File: src/rtl/trap_vec_pkg.sv
// Shared definitions for the trap vector unit: access kinds, mode codes
// and the register address. Assumes a 12-bit register address space.
package trap_vec_pkg;
    typedef enum logic [1:0] {
        ACC_READ  = 2'd0,
        ACC_WRITE = 2'd1,
        ACC_SET   = 2'd2,
        ACC_CLEAR = 2'd3
    } acc_kind_e;

    localparam logic [1:0]  MODE_DIRECT   = 2'd0;
    localparam logic [1:0]  MODE_VECTORED = 2'd1;
    localparam logic [1:0]  PRIV_MACHINE  = 2'd3;
    localparam logic [11:0] TVEC_ADDR     = 12'h305;
endpackage

File: src/rtl/trap_vec_decode.sv
// Access decoder: selects the register by address, checks privilege and
// forms the raw value an access would store. Assumes the current register
// value is presented on cur_val in the same cycle.
module trap_vec_decode
    import trap_vec_pkg::*;
#(
    parameter int XLEN = 32
) (
    input  logic            acc_valid,
    input  logic [1:0]      acc_kind,
    input  logic [11:0]     acc_addr,
    input  logic [1:0]      acc_priv,
    input  logic [XLEN-1:0] acc_data,
    input  logic [XLEN-1:0] cur_val,
    output logic            sel_ok,
    output logic            sel_bad,
    output logic            upd_en,
    output logic [XLEN-1:0] upd_raw
);
    logic      addr_match;
    acc_kind_e kind;

    assign kind = acc_kind_e'(acc_kind);

    // Purpose: address and privilege qualification of the access.
    always_comb begin
        addr_match = acc_valid && (acc_addr == TVEC_ADDR);
        sel_ok     = addr_match && (acc_priv == PRIV_MACHINE);
        sel_bad    = addr_match && (acc_priv != PRIV_MACHINE);
    end

    // Purpose: raw update value and write enable per access kind.
    always_comb begin
        upd_raw = cur_val;
        upd_en  = 1'b0;
        unique case (kind)
            ACC_READ: begin
                upd_en = 1'b0;
            end
            ACC_WRITE: begin
                upd_raw = acc_data;
                upd_en  = sel_ok;
            end
            ACC_SET: begin
                upd_raw = cur_val | acc_data;
                upd_en  = sel_ok && (acc_data != '0);
            end
            ACC_CLEAR: begin
                upd_raw = cur_val & ~acc_data;
                upd_en  = sel_ok && (acc_data != '0);
            end
            default: begin
                upd_en = 1'b0;
            end
        endcase
    end
endmodule

File: src/rtl/trap_vec_legalize.sv
// Field legaliser: keeps the previous mode when the requested mode is a
// reserved code, takes the base field as written. Assumes cur_val already
// holds a legal mode.
module trap_vec_legalize
    import trap_vec_pkg::*;
#(
    parameter int XLEN = 32
) (
    input  logic [XLEN-1:0] cur_val,
    input  logic [XLEN-1:0] raw_val,
    output logic [XLEN-1:0] legal_val
);
    logic mode_reserved;

    // Purpose: merge written base with a legal mode field.
    always_comb begin
        mode_reserved = (raw_val[1:0] != MODE_DIRECT) && (raw_val[1:0] != MODE_VECTORED);
        legal_val     = {raw_val[XLEN-1:2], (mode_reserved ? cur_val[1:0] : raw_val[1:0])};
    end
endmodule

File: src/rtl/trap_vec_target.sv
// Handler address generator: base for direct mode and for exceptions,
// base plus four times the cause for interrupts in vectored mode. Purely
// combinational; the sum wraps at XLEN bits.
module trap_vec_target
    import trap_vec_pkg::*;
#(
    parameter int XLEN    = 32,
    parameter int CAUSE_W = 6
) (
    input  logic [XLEN-3:0]    base_word,
    input  logic [1:0]         mode,
    input  logic               take,
    input  logic               is_irq,
    input  logic [CAUSE_W-1:0] cause,
    output logic [XLEN-1:0]    target
);
    localparam int OFS_W = CAUSE_W + 2;

    logic [XLEN-1:0] base_addr;
    logic [XLEN-1:0] irq_ofs;

    // Purpose: select the handler address for the current trap.
    always_comb begin
        base_addr = {base_word, 2'b00};
        irq_ofs   = XLEN'({cause, 2'b00});
        if (!take) begin
            target = '0;
        end else if ((mode == MODE_VECTORED) && is_irq) begin
            target = base_addr + irq_ofs;
        end else begin
            target = base_addr;
        end
    end

    logic unused_ok;
    assign unused_ok = (OFS_W > 0);
endmodule

File: src/rtl/trap_vec_unit.sv
// Top of the trap vector unit: holds the register, wires the decoder,
// legaliser and target generator. Assumes a synchronous active-low reset
// and a RESET_VECTOR whose low two bits are ignored.
module trap_vec_unit
    import trap_vec_pkg::*;
#(
    parameter int              XLEN         = 32,
    parameter int              CAUSE_W      = 6,
    parameter logic [XLEN-1:0] RESET_VECTOR = XLEN'(32'h0000_0100)
) (
    input  logic               clk,
    input  logic               rst_n,
    input  logic               csr_valid,
    input  logic [1:0]         csr_op,
    input  logic [11:0]        csr_addr,
    input  logic [1:0]         csr_priv,
    input  logic [XLEN-1:0]    csr_wdata,
    output logic [XLEN-1:0]    csr_rdata,
    output logic               csr_hit,
    output logic               csr_illegal,
    input  logic               trap_valid,
    input  logic               trap_is_irq,
    input  logic [CAUSE_W-1:0] trap_cause,
    output logic [XLEN-1:0]    trap_target
);
    localparam logic [XLEN-1:0] RESET_VAL = {RESET_VECTOR[XLEN-1:2], MODE_DIRECT};

    logic [XLEN-1:0] csr_q;
    logic [XLEN-1:0] upd_raw;
    logic [XLEN-1:0] upd_legal;
    logic            upd_en;

    trap_vec_decode #(.XLEN(XLEN)) u_decode (
        .acc_valid (csr_valid),
        .acc_kind  (csr_op),
        .acc_addr  (csr_addr),
        .acc_priv  (csr_priv),
        .acc_data  (csr_wdata),
        .cur_val   (csr_q),
        .sel_ok    (csr_hit),
        .sel_bad   (csr_illegal),
        .upd_en    (upd_en),
        .upd_raw   (upd_raw)
    );

    trap_vec_legalize #(.XLEN(XLEN)) u_legal (
        .cur_val   (csr_q),
        .raw_val   (upd_raw),
        .legal_val (upd_legal)
    );

    trap_vec_target #(.XLEN(XLEN), .CAUSE_W(CAUSE_W)) u_target (
        .base_word (csr_q[XLEN-1:2]),
        .mode      (csr_q[1:0]),
        .take      (trap_valid),
        .is_irq    (trap_is_irq),
        .cause     (trap_cause),
        .target    (trap_target)
    );

    // Purpose: register storage with reset and legal update.
    always_ff @(posedge clk) begin
        if (!rst_n) begin
            csr_q <= RESET_VAL;
        end else if (upd_en) begin
            csr_q <= upd_legal;
        end
    end

    // Purpose: read data only for a legal selected access.
    assign csr_rdata = csr_hit ? csr_q : '0;
endmodule

File: config.mk
export PLATFORM = sky130hd
export DESIGN_NAME = trap_vec_unit
export DESIGN_NICKNAME = d
export VERILOG_FILES = /design/src/rtl/trap_vec_pkg.sv /design/src/rtl/trap_vec_decode.sv /design/src/rtl/trap_vec_legalize.sv /design/src/rtl/trap_vec_target.sv /design/src/rtl/trap_vec_unit.sv
export SDC_FILE = /design/constraint.sdc
export NUM_CORES = 1
export LEC_CHECK = 0
export BUFFER_PORTS_ARGS = -buffer_cell sky130_fd_sc_hd__clkbuf_2
export CELL_PAD_IN_SITES_DETAIL_PLACEMENT = 0
export CELL_PAD_IN_SITES_GLOBAL_PLACEMENT = 1
export CORE_ASPECT_RATIO = 0.6
export CORE_MARGIN = 2
export CORE_UTILIZATION = 30
export CTS_BUF_LIST = sky130_fd_sc_hd__clkbuf_4 sky130_fd_sc_hd__clkbuf_8 sky130_fd_sc_hd__clkbuf_16
export CTS_CLUSTER_DIAMETER = 30
export CTS_CLUSTER_SIZE = 8
export DETAILED_ROUTE_END_ITERATION = 8
export PLACE_DENSITY_LB_ADDON = 0.3
export SLEW_MARGIN = 15
export SYNTH_ARGS = -nofsm -noshare
export SYNTH_HDL_FRONTEND = slang
export SYNTH_HIERARCHICAL = 1
export SYNTH_SLANG_ARGS = --single-unit
File: constraint.sdc
create_clock -name clk -period 3 [get_ports clk]
set_input_delay 0.6 -clock clk [delete_from_list [all_inputs] [get_ports clk]]
set_output_delay 0.6 -clock clk [all_outputs]
set_load 0.02 [all_outputs]
==> results of run 1 <==
==> layer usage <==
layer / routed length [um] / part of all wire, %
met3: 974 / 8.0
met1: 6686 / 55
met2: 4386 / 36
met5: 0 / 0
met4: 90 / 0.74
==> cell usage after synthesis, types with 3 or more instances <==
| cell | n |
|---|---|
| a21oi_1 | 69 |
| buf_12 | 3 |
| o31ai_1 | 3 |
| o21ai_0 | 7 |
| nor4_1 | 11 |
| mux2i_1 | 33 |
| a21oi_2 | 7 |
| nand4_1 | 8 |
| a21o_1 | 3 |
| inv_1 | 4 |
| nand2_1 | 16 |
| nand2b_1 | 3 |
| o211ai_1 | 4 |
| clkbuf_1 | 12 |
| and2_1 | 33 |
| xnor2_1 | 44 |
| ha_1 | 6 |
| buf_6 | 6 |
| or3_1 | 4 |
| xor2_1 | 8 |
| nand3_1 | 9 |
| nor2b_1 | 31 |
| and4_1 | 3 |
| buf_4 | 34 |
| dfxtp_1 | 32 |
| nor2_1 | 23 |
==> cells by family after synthesis <==
kind of cell             count (synthesis)  share of synthesized area [%]
adder cells (fa/ha/maj)                  7                          2.645
AND/OR/NAND/NOR                        164                          27.81
buffers and inverters                   65                          13.54
flip-flops                              32                          17.82
XOR/XNOR                                52                          12.67
AO/OA/AOI/OAI                           99                          15.80
multiplexers                            34                          9.607
other                                    1                         0.1043
==> final cells by class <==
class                      count  area [um^2]  area share, %
clock buffer                   6        132.6          2.753
tap                          160        200.2          4.156
sequential                    32        645.6          13.40
clock inverter                 2        35.03         0.7273
inverter                       4        15.01         0.3117
timing repair buffer         180         1130          23.45
multi-input combinational    358         2659          55.19
==> power groups by stage <==
stage,combinational [W],sequential [W],clock [W]
2_1_floorplan,0.000180,0.000434,0
3_3_place_gp,0.000210,0.000434,0
3_5_place_dp,0.000214,0.000434,0
4_1_cts,0.000215,0.000425,0.000588
5_1_grt,0.000241,0.000424,0.000604
6_report,0.000220,0.000425,0.000578
==> final timing paths <==
check	cells past startpoint	startpoint	to
worst max-delay path	10	trap_cause[0]	trap_target[14]
worst min register to register	2	csr_q[8]	csr_q[8]
worst min-delay path	2	csr_q[8]	csr_q[8]
worst max register to register	5	csr_q[1]	csr_q[0]
==> through the flow <==
step | utilization (%) | hold slack, ns | instances | instance area [um^2] | setup WS [ns]
final | 41.94 | 0.5633 | 742 | 4817 | -0.03185
after floorplan | - | 0.5239 | 455 | 3633 | 0.03163
after global placement | 37.93 | 0.5644 | 725 | 4357 | -0.1246
after detailed placement | 37.93 | 0.5765 | 725 | 4357 | -0.2091
after CTS | 39.83 | 0.5638 | 735 | 4574 | -0.01057
after global routing | 41.94 | 0.6017 | 742 | 4817 | -0.1668
==> cell usage in the layout, fill, tap and decap left out, types with 15 or more instances in the layout <==
| cell | instances |
|---|---|
| buf_4 | 63 |
| xnor2_1 | 44 |
| a21oi_1 | 65 |
| nand2_1 | 16 |
| nor2b_1 | 31 |
| mux2i_1 | 33 |
| nor2_1 | 15 |
| dfxtp_1 | 30 |
| clkbuf_2 | 106 |
| and2_1 | 33 |
==> repair_timing <==
item | 4_1_cts | 5_1_grt
pin swaps | 3 | 19
setup endpoints to repair | 18 | 17
resized for setup | 10 | 58
gates cloned | 0 | 0
buffers inserted | 2 | 7
==> worst max-delay path, cell delays in order <==
cell	delay (ns)
buf_6	0.10
ha_4	0.15
fa_2	0.35
a21o_1	0.23
a221oi_4	0.30
buf_6	0.19
nor3b_2	0.06
xnor2_1	0.21
nor2_2	0.07
buf_6	0.16
==> results.sh, run 1 <==
export IMPL_drt_total_wl_um=12140
export IMPL_cts_num_sinks=32
export IMPL_final_nets=647
export IMPL_route_detailed_drc=0
export IMPL_worst_hold_path_type="register to register"
export IMPL_regMostFlops="csr_q"
export IMPL_netlist_area_um2=3595
export IMPL_cts_buffers_inserted=5
export IMPL_synthFlopType="dfxtp_1"
export IMPL_globalRoute_busiestLayer="met1"
export IMPL_grt_pass1_wl_um=18580
export IMPL_p_int_w=0.0009268
export IMPL_seq_power_share_pct=34.7
export IMPL_die_height_um=88.79
export IMPL_r2r_slack_ns=1.65
export IMPL_fillers=1195
export IMPL_power_total_w=0.001222
export IMPL_drtAntennaViolNets=0
export IMPL_fin_skew_ns=0.005792
export IMPL_powerDensity_nw_per_um2=253.7
export IMPL_yosysTopAreaCell="dfxtp_1"
export IMPL_tritoncts="yes"
export IMPL_rows=30
export IMPL_fp_dieW_um=145.3
export IMPL_crit_fanout=6
export IMPL_num_vias=3603
export IMPL_worstPathRequired_ns=2.40
export IMPL_htree_num_levels=2
export IMPL_pwr_share_clk_pct=47.3
export IMPL_tightest_slew_ns=0.8866
export IMPL_root_buffer="clkbuf_16"
export IMPL_seq_area_frac_synth_pct=17.82
export IMPL_synth_ff_latch_count=32
export IMPL_synth_top_cell_area_share_pct=17.82
export IMPL_combPwrFrac_pct=18.0
export IMPL_peakVddDrop_mv=0.1766
export IMPL_met3_usage_pct=3.299
export IMPL_pin_count=125
export IMPL_min_period_ns=3.032
export IMPL_max_freq_mhz=329.8
export IMPL_largest_reg_flops=32
export IMPL_syn_to_final_growth_pct=34.01
export IMPL_antenna_found_initial=0
export IMPL_syn_area_per_cell_um2=7.918
export IMPL_start_util_pct=31.30
export IMPL_synth_cells=454
export IMPL_clkLatencyLatePin_ns=0.28
export IMPL_clkTransAtPathRegs_ns=0.05
export IMPL_ctsHoldBuffers=0
export IMPL_diodes=0
export IMPL_synth_edf_count=0
export IMPL_slew_violations=0
export IMPL_hold_violations=0
export IMPL_path_class="input port to primary output"
export IMPL_drt_iter0_drc=281
export IMPL_drive_gt1_share_pct=40.72
export IMPL_drtPass1Iterations=4
export IMPL_tns_ns=-0.03346
export IMPL_io_buffer_count=122
export IMPL_start_kind="input port"
export IMPL_leakage_nw=1.944
export IMPL_violations="setup timing"
export IMPL_grt_max_degree=33
export IMPL_grt_pass1_vias=3203
export IMPL_cp_end_kind="primary output"
export IMPL_grt_overflow_total=0
export IMPL_fin_ws_ns=-0.03185
export IMPL_vias_per_cell=4.856
export IMPL_wl_per_cell_um=16.36
export IMPL_hpwl_um=9749
export IMPL_ys_async_sr_fraction_pct=0
export IMPL_rsz0062_at_grt="yes"
export IMPL_ys_warn_count=6
export IMPL_setup_viol=2
export IMPL_ys_types=55
export IMPL_swShare_pct=24.16
export IMPL_cap_violations=0
export IMPL_grt_use_met2_pct=24.17
export IMPL_synth_area_leaders="dfxtp_1 (18%), xnor2_1 (11%), a21oi_1 (9.6%), mux2i_1 (9.2%), buf_4 (7.1%)"
export IMPL_grt_use_met1_pct=30.09
export IMPL_max_slew_margin_rel_pct=40.83
export IMPL_reg_top3="csr_q x32"
export IMPL_ctsLongestPathBuffers=2
export IMPL_gp_congestion=0.8253
export IMPL_fin_crit_sh_pct=101.1
export IMPL_die_area_um2=12900
export IMPL_coreArea_um2=11490
export IMPL_p_switching_w=0.0002952
export IMPL_grt_usage_pct=18.50
export IMPL_outcome="finished with violations"
export IMPL_arrival_ns=2.43
Power figures use the tool's default switching activity.
==> inputs of run 2 (changes only) <==
BUFFER_PORTS_ARGS = unset   (was -buffer_cell sky130_fd_sc_hd__clkbuf_2)
DONT_BUFFER_PORTS = 1   (was unset)
GPL_TIMING_DRIVEN = 0   (was unset)
SETUP_SLACK_MARGIN = 0.05   (was unset)
==> run 2 against run 1 <==
Effect of this change:
- the flow now finishes without violations
- hold slack worse by 0.12 ns
- setup slack improved by 0.036 ns
- via count decreased by 6.1%
- fmax up 1.2%
- first-iteration DRC count fell by 45%
- non-clock buffer count is 95 lower
- power decreased by 3.4%
- critical path type is now register to primary output
- highest routed layer unchanged
==> results.sh, run 2 (synthesis results as in run 1) <==
export IMPL_drt_iter0_drc=155
export IMPL_hold_violations=0
export IMPL_start_kind="register"
export IMPL_fp_dieW_um=145.3
export IMPL_tritoncts="yes"
export IMPL_fin_skew_ns=0.0005808
export IMPL_hpwl_um=9853
export IMPL_ctsLongestPathBuffers=2
export IMPL_critPathBufInv=1
export IMPL_setup_viol=0
export IMPL_die_area_um2=12900
export IMPL_max_slew_margin_rel_pct=24.04
export IMPL_drtPass1Iterations=4
export IMPL_diodes=0
export IMPL_die_height_um=88.79
export IMPL_crit_chain="nand3b_4 > or3_4 > buf_6 > nand3b_4 > or4_1 > a21oi_4"
export IMPL_worstPathRequired_ns=2.40
export IMPL_path_delay_family="simple AND/OR/NAND/NOR gates"
export IMPL_largest_reg_flops=32
export IMPL_clkLatencyLatePin_ns=0.28
export IMPL_leakage_nw=1.523
export IMPL_dp_slack_ns=-0.4229
export IMPL_design_area_um2=4512
export IMPL_final_common_cell="a21oi_1"
export IMPL_grt_max_degree=11
export IMPL_crit_path_end="trap_target[23]"
export IMPL_wl_per_cell_um=20.07
export IMPL_rows=30
export IMPL_vias_per_cell=5.221
export IMPL_place_area_um2=3836
export IMPL_tightest_slew_ns=1.129
export IMPL_cp_common_cell="nand3b_4"
export IMPL_slew_violations=0
export IMPL_syn_to_final_growth_pct=25.51
export IMPL_num_vias=3383
export IMPL_r2r_slack_ns=1.78
export IMPL_path_class="register to primary output"
export IMPL_reg2reg_depth=5
export IMPL_cts_buffers_inserted=5
export IMPL_peakVddDrop_mv=0.1907
export IMPL_htree_num_levels=2
export IMPL_fin_crit_sh_pct=99.86
export IMPL_drive_gt1_share_pct=33.61
export IMPL_coreArea_um2=11490
export IMPL_antenna_found_initial=0
export IMPL_powerDensity_nw_per_um2=261.8
export IMPL_outcome="complete, no violations"
export IMPL_drtAntennaViolNets=0
export IMPL_reg_top3="csr_q x32"
export IMPL_route_detailed_drc=0
export IMPL_regMostFlops="csr_q"
export IMPL_reg2reg_to="csr_q[0]"
export IMPL_grt_pass1_wl_um=19320
export IMPL_power_total_w=0.001181
export IMPL_grt_usage_pct=19.89
export IMPL_min_path_cells=1
export IMPL_crit_start="csr_q[1]"
export IMPL_max_stage_delay_ns=0.47
export IMPL_pin_count=125
export IMPL_final_util_pct=39.28
export IMPL_final_cell_mix="a21oi_1 (63), buf_4 (56), xnor2_1 (44)"
export IMPL_arrival_ns=2.40
export IMPL_clkTransAtPathRegs_ns=0.05
export IMPL_grt_overflow_total=0
export IMPL_final_nets=553
export IMPL_grt_pass1_vias=3224
export IMPL_gp_congestion=0.8480
export IMPL_fin_ws_ns=0.004282
export IMPL_drt_total_wl_um=13010
export IMPL_min_period_ns=2.996
export IMPL_max_freq_mhz=333.8
export IMPL_io_buffer_count=0
export IMPL_cp_slowest_cell="or4_1"
export IMPL_cts_num_sinks=32
export IMPL_rr_startpoint="csr_q[1]"
export IMPL_whs_ns=0.4463
export IMPL_start_util_pct=31.30
export IMPL_worst_hold_path_type="input port to register"
export IMPL_cap_violations=0
export IMPL_crit_fanout=10
export IMPL_ctsHoldBuffers=0
export IMPL_cp_end_kind="primary output"
export IMPL_cp_depth=6
export IMPL_rsz0062_at_grt="yes"
export IMPL_root_buffer="clkbuf_16"
-- run 2: where the power goes --
group	total (W)	internal, W	leakage, nW	switching [W]
registers	0.000421	0.000421	0.268	0.0000000112
clock network	0.000531	0.000327	0.0766	0.000203
logic	0.000229	0.000123	1.18	0.000106
total	0.00118	0.000871	1.52	0.000310
-- run 2: worst register-to-register path, delay by kind of cell (launching register included) --
| family | cells | cell delay [ns] |
|---|---|---|
| multiplexers | 2 | 0.45 |
| flip-flops | 1 | 0.37 |
| AO/OA/AOI/OAI | 2 | 0.25 |
| AND/OR/NAND/NOR | 1 | 0.05 |
-- run 2: metal layers --
layer  vias up  track usage [%]  routed length, um
li1       1617                -                  -
met1      1606            29.51               6361
met2       154            27.19               5061
met3         6            7.732               1514
met4         0            2.852                 70
met5         -                0                  0
-- run 2: how the worst min path moves through the flow --
stage / startpoint / end / slack [ns]
final: rst_n / csr_q[31] / 0.45
after global routing: rst_n / csr_q[31] / 0.46
after CTS: rst_n / csr_q[31] / 0.43
after detailed placement: csr_q[5] / csr_q[5] / 0.58
after global placement: csr_q[5] / csr_q[5] / 0.56
after floorplan: csr_q[31] / csr_q[31] / 0.52
-- run 2: final cells by class --
class                           instances  area (um^2)
Buffer                                 61        489.2
Inverter                                4        15.01
Fill cell                            1213         6974
Timing Repair Buffer                   24        187.7
Tap cell                              160        200.2
Clock inverter                          2        10.01
Clock buffer                            6        138.9
Sequential cell                        32        675.6
Multi-Input combinational cell        359         2795
-- run 2: stage by stage --
| stage | std cells | setup TNS (ns) |
|---|---|---|
| 3_3_place_gp | 615 | -5.999 |
| 6_report | 648 | 0 |
| 5_1_grt | 648 | -0.3283 |
| 2_1_floorplan | 455 | 0 |
| 4_1_cts | 633 | -0.3918 |
| 3_5_place_dp | 615 | -6.302 |
-- run 2: what timing repair did --
item                       CTS  global route
buffers inserted             8            15
resized for setup           35            54
gates cloned                 2             0
pin swaps                   10            21
setup endpoints to repair   56            45
==> inputs of run 3 (changes only) <==
GPL_TIMING_DRIVEN = unset   (was 0)
==> run 3 against run 2 <==
Effect of this change:
- combinational power is 38% lower
- largest power group unchanged
- non-clock buffer count is 20 lower
- wire length decreased by 5.8%
==> results.sh, run 3 (synthesis results as in run 1) <==
export IMPL_hold_violations=0
export IMPL_drtAntennaViolNets=0
export IMPL_fin_skew_ns=0.0002907
export IMPL_reg2reg_to="csr_q[0]"
export IMPL_rsz0062_at_grt="yes"
export IMPL_max_freq_mhz=339.4
export IMPL_grt_max_degree=35
export IMPL_crit_fanout=7
export IMPL_cts_buffers_inserted=5
export IMPL_r2r_slack_ns=1.73
export IMPL_regMostFlops="csr_q"
export IMPL_drt_total_wl_um=12250
export IMPL_largest_reg_flops=32
export IMPL_tritoncts="yes"
export IMPL_start_util_pct=31.30
export IMPL_hp_start="rst_n"
export IMPL_die_area_um2=12900
export IMPL_final_cell_mix="a21oi_1 (63), buf_4 (57), xnor2_1 (43)"
export IMPL_path_delay_family="compound AO/OA/AOI/OAI gates"
export IMPL_drive_gt1_share_pct=28.05
export IMPL_regArea_um2=653.1
export IMPL_vias_per_cell=5.159
export IMPL_min_path_cells=1
export IMPL_peakVddDrop_mv=0.1645
export IMPL_fillers=1205
export IMPL_grt_usage_pct=18.39
export IMPL_fin_ws_ns=0.05359
export IMPL_slew_violations=0
export IMPL_critPathBufInv=3
export IMPL_syn_to_final_growth_pct=18.00
export IMPL_antenna_found_initial=0
export IMPL_die_height_um=88.79
export IMPL_route_detailed_drc=0
export IMPL_hpwl_um=8945
export IMPL_worstPathRequired_ns=2.40
export IMPL_arrival_ns=2.35
export IMPL_path_class="register to primary output"
export IMPL_reg_top3="csr_q x32"
export IMPL_clkTransAtPathRegs_ns=0.05
export IMPL_leakage_nw=1.418
export IMPL_worst_hold_path_type="input port to register"
export IMPL_tns_ns=0
export IMPL_rr_startpoint="csr_q[1]"
export IMPL_final_common_cell="a21oi_1"
export IMPL_cp_slowest_cell="dfxtp_4"
export IMPL_diodes=0
export IMPL_fin_crit_sh_pct=98.21
export IMPL_clkLatencyLatePin_ns=0.28
export IMPL_hold_path_endpoint="csr_q[8]"
export IMPL_ctsLongestPathBuffers=2
export IMPL_setup_viol=0
export IMPL_dp_slack_ns=-0.1874
export IMPL_num_vias=3235
export IMPL_reg2reg_depth=5
export IMPL_multiInputGateArea_um2=2693
export IMPL_tightest_slew_ns=0.7170
export IMPL_crit_chain="buf_6 > fa_2 > a21o_1 > a221oi_4 > buf_6 > nand3b_1 > xor2_1 > nor2_2 > buf_6"
export IMPL_design_area_um2=4242
export IMPL_cp_common_cell="buf_6"
export IMPL_rows=30
export IMPL_drtPass1Iterations=5
export IMPL_min_period_ns=2.946
export IMPL_max_stage_delay_ns=0.36
export IMPL_grt_pass1_wl_um=18080
export IMPL_grt_overflow_total=0
export IMPL_io_buffer_count=0
export IMPL_drt_iter0_drc=211
export IMPL_max_slew_margin_rel_pct=51.76
export IMPL_powerDensity_nw_per_um2=259.9
export IMPL_fp_dieW_um=145.3
export IMPL_start_kind="register"
export IMPL_root_buffer="clkbuf_16"
export IMPL_final_nets=532
export IMPL_grt_pass1_vias=3035
export IMPL_gp_congestion=0.8230
export IMPL_cts_num_sinks=32
export IMPL_outcome="complete, no violations"
export IMPL_cap_violations=0
export IMPL_coreArea_um2=11490
export IMPL_pin_count=125
export IMPL_wl_per_cell_um=19.54
export IMPL_cp_end_kind="primary output"
export IMPL_place_area_um2=3776
export IMPL_htree_num_levels=2
export IMPL_cp_depth=9
run 3: cell count changes in the layout (fill, tap and decap cells not counted), sizes merged:
cell | previous run | this run
clkbuf | 22 | 8
buf | 69 | 65
clkinv | 2 | 0
a21oi | 77 | 76
run 3: metal layers:
layer / part of all wire (%) / wire length (um) / GRT usage, % / vias to the layer above
li1: - / - / - / 1572
met1: 52 / 6311 / 27.56 / 1526
met2: 39 / 4731 / 25.03 / 128
met3: 9.3 / 1135 / 6.804 / 9
met4: 0.60 / 73 / 2.674 / 0
met5: 0 / 0 / 0 / -
run 3: worst reg2reg max path, delay by kind of cell (launching register included):
family / cells / cell delay (ns)
and+or+nand+nor: 1 / 0.06
muxes: 2 / 0.45
AOI/OAI and AO/OA: 2 / 0.28
DFF: 1 / 0.38
run 3: per-stage QoR:
step	std cells	total power, W	hold WS, ns	util [%]
detailed placement	607	0.0005656	0.5727	32.88
floorplan	455	0.0006146	0.5239	-
global placement	607	0.0005640	0.5692	32.88
global route	627	0.001154	0.4007	36.93
CTS	618	0.001109	0.3896	34.91
finish	627	0.001102	0.4045	36.93
run 3: power by group:
group	switching (W)	internal [W]	total, W
clock network	0.000189	0.000349	0.000538
registers	0.00000000759	0.000424	0.000424
logic	0.0000612	0.0000794	0.000141
total	0.000250	0.000853	0.00110
run 3: worst max-delay path by stage:
stage	startpoint	end	slack (ns)
2_1_floorplan	trap_cause[4]	trap_target[23]	0.05
3_3_place_gp	trap_cause[4]	trap_target[23]	-0.19
3_5_place_dp	trap_cause[1]	trap_target[23]	-0.19
4_1_cts	csr_q[2]	trap_target[12]	0.006
5_1_grt	csr_q[6]	trap_target[15]	-0.03
6_report	csr_q[3]	trap_target[12]	0.05
run 3: area by class of cell:
type                            instances  area share (%)
Timing Repair Buffer                   65           12.42
Inverter                                4          0.3540
Multi-Input combinational cell        358           63.48
Sequential cell                        32           15.40
Clock buffer                            8           3.628
Tap cell                              160           4.720
run 3: timing repair:
item	CTS	global route
cloned	1	0
resized for setup	14	33
buffers inserted	2	9
pin swaps	6	13
hold buffers	0	0
endpoints found under the setup margin	18	22
